`src/rtl/dpa_pkg.sv`:
```
package dpa_pkg;
  typedef enum logic [1:0] {
    OWN_NONE  = 2'd0,
    OWN_LEFT  = 2'd1,
    OWN_RIGHT = 2'd2
  } owner_e;

  localparam int unsigned NPORT = 2;
  localparam int unsigned P_L   = 0;
  localparam int unsigned P_R   = 1;
endpackage

```
`src/rtl/dpa_port_track.sv`:
```
module dpa_port_track #(
  parameter int unsigned ADDR_W     = 15,
  parameter int unsigned SETTLE_CYC = 2
) (
  input  logic              clk,
  input  logic              rst_n,
  input  logic              en,
  input  logic [ADDR_W-1:0] addr,
  output logic              hold,
  output logic              settled
);
  localparam int unsigned AGE_W = $clog2(SETTLE_CYC + 1);
  localparam logic [AGE_W-1:0] AGE_MAX = AGE_W'(SETTLE_CYC);

  logic              en_q;
  logic [ADDR_W-1:0] addr_q;
  logic [AGE_W-1:0]  age_q, age_cur, age_nxt;
  logic [ADDR_W-1:0] addr_nxt;

  // access continues from the previous cycle on an unchanged word
  assign hold    = en & en_q & (addr == addr_q);
  assign age_cur = hold ? age_q : '0;
  assign settled = (age_cur >= AGE_MAX);

  always_comb begin
    addr_nxt = addr_q;
    if (en) addr_nxt = addr;
    age_nxt = '0;
    if (en) begin
      if (age_cur == AGE_MAX) age_nxt = AGE_MAX;
      else                    age_nxt = age_cur + AGE_W'(1);
    end
  end

  always_ff @(posedge clk or negedge rst_n) begin
    if (!rst_n) begin
      en_q   <= 1'b0;
      addr_q <= '0;
      age_q  <= '0;
    end else begin
      en_q   <= en;
      addr_q <= addr_nxt;
      age_q  <= age_nxt;
    end
  end
endmodule

```
`src/rtl/dpa_master_arb.sv`:
```
module dpa_master_arb
  import dpa_pkg::*;
#(
  parameter int unsigned ADDR_W = 15
) (
  input  logic              clk,
  input  logic              rst_n,
  input  logic              l_en,
  input  logic [ADDR_W-1:0] l_addr,
  input  logic              l_hold,
  input  logic              r_en,
  input  logic [ADDR_W-1:0] r_addr,
  input  logic              r_hold,
  output logic              l_lose,
  output logic              r_lose,
  output logic              l_busy_q,
  output logic              r_busy_q
);
  owner_e owner_q, owner_nxt, winner;
  logic   match;

  assign match = l_en & r_en & (l_addr == r_addr);

  always_comb begin
    if      ((owner_q == OWN_RIGHT) && r_hold) winner = OWN_RIGHT;
    else if ((owner_q == OWN_LEFT)  && l_hold) winner = OWN_LEFT;
    else if (r_hold && !l_hold)                winner = OWN_RIGHT;
    else                                       winner = OWN_LEFT;
    owner_nxt = match ? winner : OWN_NONE;
  end

  assign l_lose = match & (winner == OWN_RIGHT);
  assign r_lose = match & (winner == OWN_LEFT);

  always_ff @(posedge clk or negedge rst_n) begin
    if (!rst_n) begin
      owner_q  <= OWN_NONE;
      l_busy_q <= 1'b0;
      r_busy_q <= 1'b0;
    end else begin
      owner_q  <= owner_nxt;
      l_busy_q <= l_lose;
      r_busy_q <= r_lose;
    end
  end
endmodule

```
`src/rtl/dpa_slave_sync.sv`:
```
module dpa_slave_sync (
  input  logic clk,
  input  logic rst_n,
  input  logic busy_in_n,
  output logic bsy_now,
  output logic bsy_tail
);
  always_ff @(posedge clk or negedge rst_n) begin
    if (!rst_n) begin
      bsy_now  <= 1'b0;
      bsy_tail <= 1'b0;
    end else begin
      bsy_now  <= ~busy_in_n;
      bsy_tail <= bsy_now;
    end
  end
endmodule

```
`src/rtl/dp_contention_arb.sv`:
```
module dp_contention_arb
  import dpa_pkg::*;
#(
  parameter int unsigned ADDR_W     = 15,
  parameter int unsigned SETTLE_CYC = 2
) (
  input  logic              clk,
  input  logic              rst_n,
  input  logic              master_mode,
  input  logic              l_en,
  input  logic              l_wr,
  input  logic [ADDR_W-1:0] l_addr,
  input  logic              r_en,
  input  logic              r_wr,
  input  logic [ADDR_W-1:0] r_addr,
  input  logic              l_busy_in_n,
  input  logic              r_busy_in_n,
  output logic              l_busy_n,
  output logic              r_busy_n,
  output logic              l_wr_blk,
  output logic              r_wr_blk
);
  logic [NPORT-1:0]  en_v, wr_v, bin_n_v;
  logic [ADDR_W-1:0] addr_v [NPORT];
  logic [NPORT-1:0]  hold_v, settled_v, bsy_now_v, bsy_tail_v;
  logic [NPORT-1:0]  lose_v, mbusy_v, busy_n_v, blk_v;

  assign en_v    = {r_en, l_en};
  assign wr_v    = {r_wr, l_wr};
  assign bin_n_v = {r_busy_in_n, l_busy_in_n};
  assign addr_v[P_L] = l_addr;
  assign addr_v[P_R] = r_addr;

  dpa_master_arb #(.ADDR_W(ADDR_W)) u_marb (
    .clk      (clk),
    .rst_n    (rst_n),
    .l_en     (l_en),
    .l_addr   (l_addr),
    .l_hold   (hold_v[P_L]),
    .r_en     (r_en),
    .r_addr   (r_addr),
    .r_hold   (hold_v[P_R]),
    .l_lose   (lose_v[P_L]),
    .r_lose   (lose_v[P_R]),
    .l_busy_q (mbusy_v[P_L]),
    .r_busy_q (mbusy_v[P_R])
  );

  for (genvar p = 0; p < NPORT; p++) begin : g_port
    dpa_port_track #(.ADDR_W(ADDR_W), .SETTLE_CYC(SETTLE_CYC)) u_trk (
      .clk     (clk),
      .rst_n   (rst_n),
      .en      (en_v[p]),
      .addr    (addr_v[p]),
      .hold    (hold_v[p]),
      .settled (settled_v[p])
    );

    dpa_slave_sync u_sync (
      .clk       (clk),
      .rst_n     (rst_n),
      .busy_in_n (bin_n_v[p]),
      .bsy_now   (bsy_now_v[p]),
      .bsy_tail  (bsy_tail_v[p])
    );

    logic wr_act;
    assign wr_act = en_v[p] & wr_v[p];

    always_comb begin
      if (master_mode) begin
        busy_n_v[p] = ~mbusy_v[p];
        blk_v[p]    = wr_act & lose_v[p];
      end else begin
        busy_n_v[p] = ~bsy_now_v[p];
        blk_v[p]    = wr_act & (~settled_v[p] | bsy_now_v[p] | bsy_tail_v[p]);
      end
    end
  end

  assign l_busy_n = busy_n_v[P_L];
  assign r_busy_n = busy_n_v[P_R];
  assign l_wr_blk = blk_v[P_L];
  assign r_wr_blk = blk_v[P_R];
endmodule

```
`config.mk`:
```
export PLATFORM = sky130hd
export DESIGN_NAME = dp_contention_arb
export DESIGN_NICKNAME = d
export VERILOG_FILES = /design/src/rtl/dpa_pkg.sv /design/src/rtl/dpa_port_track.sv /design/src/rtl/dpa_master_arb.sv /design/src/rtl/dpa_slave_sync.sv /design/src/rtl/dp_contention_arb.sv
export SDC_FILE = /design/constraint.sdc
export NUM_CORES = 1
export LEC_CHECK = 0
export BUFFER_PORTS_ARGS = -buffer_cell sky130_fd_sc_hd__clkbuf_2
export CAP_MARGIN = 20
export CORE_ASPECT_RATIO = 2
export CORE_MARGIN = 2
export CORE_UTILIZATION = 30
export CTS_CLUSTER_SIZE = 16
export DETAILED_ROUTE_END_ITERATION = 12
export MAX_ROUTING_LAYER = met4
export SLEW_MARGIN = 30
export SYNTH_ARGS = -nofsm -noshare
export SYNTH_HDL_FRONTEND = slang
export SYNTH_HIERARCHICAL = 1
export SYNTH_SLANG_ARGS = --single-unit
```
`constraint.sdc`:
```
create_clock -name clk -period 4.15 [get_ports clk]
set_input_delay 0 -clock clk [delete_from_list [all_inputs] [get_ports clk]]
set_output_delay 0 -clock clk [all_outputs]
set_load 0.02 [all_outputs]
```
==> impl_metrics.py <==
metrics = {
    "run_status": {
        "status": "completed",
    },
    "setup_path": {
        "startpoint_type": "flip-flop",
        "slowest_delay_ns": 0.54,
        "rrSetupSlack_ns": 1.99,
        "critical-path-top-delay-family": "simple AND/OR/NAND/NOR gates",
        "worstReg2RegStart": "g_port[1].u_trk/addr_q[3]",
        "critPathCaptureType": "output port",
        "crit_path_max_fanout": 4,
        "path_cells": "xor2_1, or4_4, nor4_4, o21ai_0, a21oi_1, nor2b_2, nor3_2, clkbuf_2",
        "worstPathBufferInverterCount": 1,
        "path_class": "flip-flop to output port",
        "cp_slowest_cell": "or4_4",
        "worstPathRequired_ns": 4.15,
        "reg2reg_to": "g_port[1].u_trk/age_q[1]",
        "rr_worst_depth": 6,
        "critPathArrivalTime_ns": 2.53,
        "crit_cells": 8,
    },
    "cts": {
        "cts_tree": "done",
        "cts_sinks": 44,
        "htreeDepth": 2,
        "cts_root_buf": "clkbuf_16",
        "cts_setup_buffers": 0,
        "path_clk_slew_ns": 0.06,
        "cts_made_buffers": 5,
        "clock_latency_ns": 0.28,
        "clockBufferDepth": 2,
    },
    "cells_and_area": {
        "drive_gt1_frac": 0.407,
        "stdcell_area_um2": 2710,
        "n_antenna_cell": 0,
        "finalNonFillerCells": 313,
        "layout.nets": 261,
        "register_area_um2": 1100,
        "area_growth_pct": 21.7,
        "multi_input_area_um2": 1090,
        "fillers": 691,
    },
    "timing": {
        "period_share": 0.611,
        "fmax_ghz": 0.395,
        "slew_viol_final": 0,
        "fin_tns_setup_ns": 0,
        "finalCriticalPeriod_ns": 2.53,
        "grt_setup_unrepaired": "no",
        "hold_viol_final": 0,
        "skew_ns": 0.00256,
        "setup_violations": 0,
        "tightest_slew_ns": 0.614,
        "slew_headroom": 0.591,
    },
    "drt": {
        "postRouteAntennaNets": 0,
        "wire_per_inst_um": 14.8,
        "vias_per_cell": 4.57,
        "drtPass1Iterations": 4,
        "drtIter0Drc": 40,
        "drc": 0,
        "wl_um": 4620,
        "vias": 1430,
    },
    "synthesis": {
        "synthCells": 172,
        "ys_seq_elements": 44,
        "syn_nets": 213,
        "ys_warn_count": 6,
        "syn_area_um2": 2220,
        "avgSynthCellArea_um2": 12.9,
        "ys_seq_area_frac": 0.495,
        "yosysUniqueCellTypes": 22,
    },
    "floorplan": {
        "die_area_um2": 8160,
        "io_pins": 43,
        "die_h_um": 126,
        "core_area_um2": 7210,
        "die_width_um": 64.9,
        "rows": 44,
        "start_util": 0.308,
    },
    "flow_run": {
        "drv_cap": 0,
    },
    "hold_path": {
        "hold_class": "input pin to flip-flop",
        "whs_path_depth": 2,
        "hold_start": "r_addr[12]",
        "hold_end": "g_port[1].u_trk/addr_q[12]",
    },
    "grt": {
        "grt.overflow.total": 0,
        "grt_pass1_vias": 1546,
        "grt_usage": 0.127,
        "grt_first_pass_wirelength_um": 7550,
        "antenna_found_initial": 0,
        "grt_max_degree": 45,
    },
    "place": {
        "place.port_buffers": 42,
        "place_inst": 302,
        "placed_area_um2": 2530,
        "gp_congestion": 0.776,
    },
    "pwr": {
        "p_leak_nw": 1.17,
        "power_density_nw_per_um2": 381,
        "max-vdd-ir-drop_mv": 0.194,
        "power_mw": 1.03,
    },
}
==> synth_stat cells <==
master	n	share of area
dfrtp_1	44	0.50
mux2_2	30	0.15
xnor2_1	24	0.095
xor2_1	21	0.083
nand2_1	10	0.017
and2_1	6	0.017
nand4_1	5	0.014
nor4_1	4	0.011
inv_1	3	0.0051
a21oi_1	2	0.0045
buf_4	2	0.0068
clkbuf_1	2	0.0034
ha_1	2	0.011
mux2i_1	2	0.0090
nand4_2	2	0.011
nor2_1	2	0.0034
nor2b_2	2	0.0079
nor3_2	2	0.0090
nor4_4	2	0.019
nor4b_2	2	0.014
or4_4	2	0.010
o21ai_0	1	0.0022
==> area by class of cell <==
type                       instances  area share
timing repair buffer              45      0.0897
sequential                        44       0.407
inverter                           3     0.00416
clock buffer                       8      0.0541
tap                               92      0.0426
multi-input combinational        121       0.402
==> per-stage QoR <==
step | utilization | setup slack [ns] | hold WS, ns
floorplan | - | 2.05 | -0.296
global placement | 0.350 | 1.95 | 0.152
detailed placement | 0.351 | 1.92 | 0.0854
CTS | 0.375 | 1.61 | 0.00883
global route | 0.375 | 1.46 | 0.0219
finish | 0.375 | 1.62 | 0.0112
==> cell families after synthesis <==
kind of cell / share of synthesized area
xor gates and xnor gates: 0.177
DFF: 0.495
and+or+nand+nor: 0.133
muxes: 0.161
buffers and inverters: 0.0152
AOI/OAI and AO/OA: 0.00675
adders and majority gates: 0.0113
==> per-layer routing <==
metal  GRT usage  vias up  wire [µm]
met5           -        -          0
met4      0.0538        0        105
met3      0.0223        6        166
met2       0.234       38       2610
met1       0.126      706       1740
li1            -      680          -
==> sequential cells by signal, summed over array words and instances, names as in the netlist <==
| name | flops |
|---|---|
| g_port.u_trk/addr_q | 30 |
| g_port.u_trk/age_q | 4 |
| g_port.u_sync/bsy_now | 2 |
| g_port.u_sync/bsy_tail | 2 |
| g_port.u_trk/en_q | 2 |
| u_marb/owner_q | 2 |
| u_marb/l_busy_q | 1 |
| u_marb/r_busy_q | 1 |
==> how the worst max path moves through the flow <==
stage / startpoint / end / slack, ns
2_1_floorplan: g_port[0].u_trk/addr_q[3] / r_wr_blk / 2.05
3_3_place_gp: g_port[0].u_trk/addr_q[3] / r_wr_blk / 1.95
3_5_place_dp: g_port[0].u_trk/addr_q[3] / r_wr_blk / 1.92
4_1_cts: g_port[0].u_trk/addr_q[3] / r_wr_blk / 1.61
5_1_grt: g_port[0].u_trk/addr_q[3] / r_wr_blk / 1.46
6_report: g_port[0].u_trk/addr_q[3] / r_wr_blk / 1.62
==> layout by cell type (no fill, tap or decap) <==
cell type / synthesis / final
dfrtp_1: 44 / 44
clkbuf_2: 0 / 41
mux2_2: 30 / 30
xnor2_1: 24 / 24
xor2_1: 21 / 21
nand2_1: 10 / 10
and2_1: 6 / 6
clkbuf_16: 0 / 5
nand4_1: 5 / 5
nor4_1: 4 / 4
inv_1: 3 / 3
dlygate4sd3_1: 0 / 3
nor4b_2: 2 / 2
nor2b_2: 2 / 2
nor3_2: 2 / 2
mux2i_1: 2 / 2
clkbuf_1: 2 / 2
or4_4: 2 / 2
nand4_2: 2 / 2
nor4_4: 2 / 2
ha_1: 2 / 2
a21oi_1: 2 / 2
nor2_1: 2 / 2
clkbuf_8: 0 / 1
clkbuf_4: 0 / 1
o21ai_0: 1 / 1
==> where the power goes <==
part	switching [mW]	internal, mW
clock	0.152	0.240
combinational	0.0737	0.0801
sequential	0.0208	0.463
total	0.247	0.783
==> timing repair <==
item                                   CTS  global route
hold buffers                             3             0
resized for setup                        0             0
endpoints found under the hold margin   46             0
No activity file was read; power rests on OpenSTA's default activity.
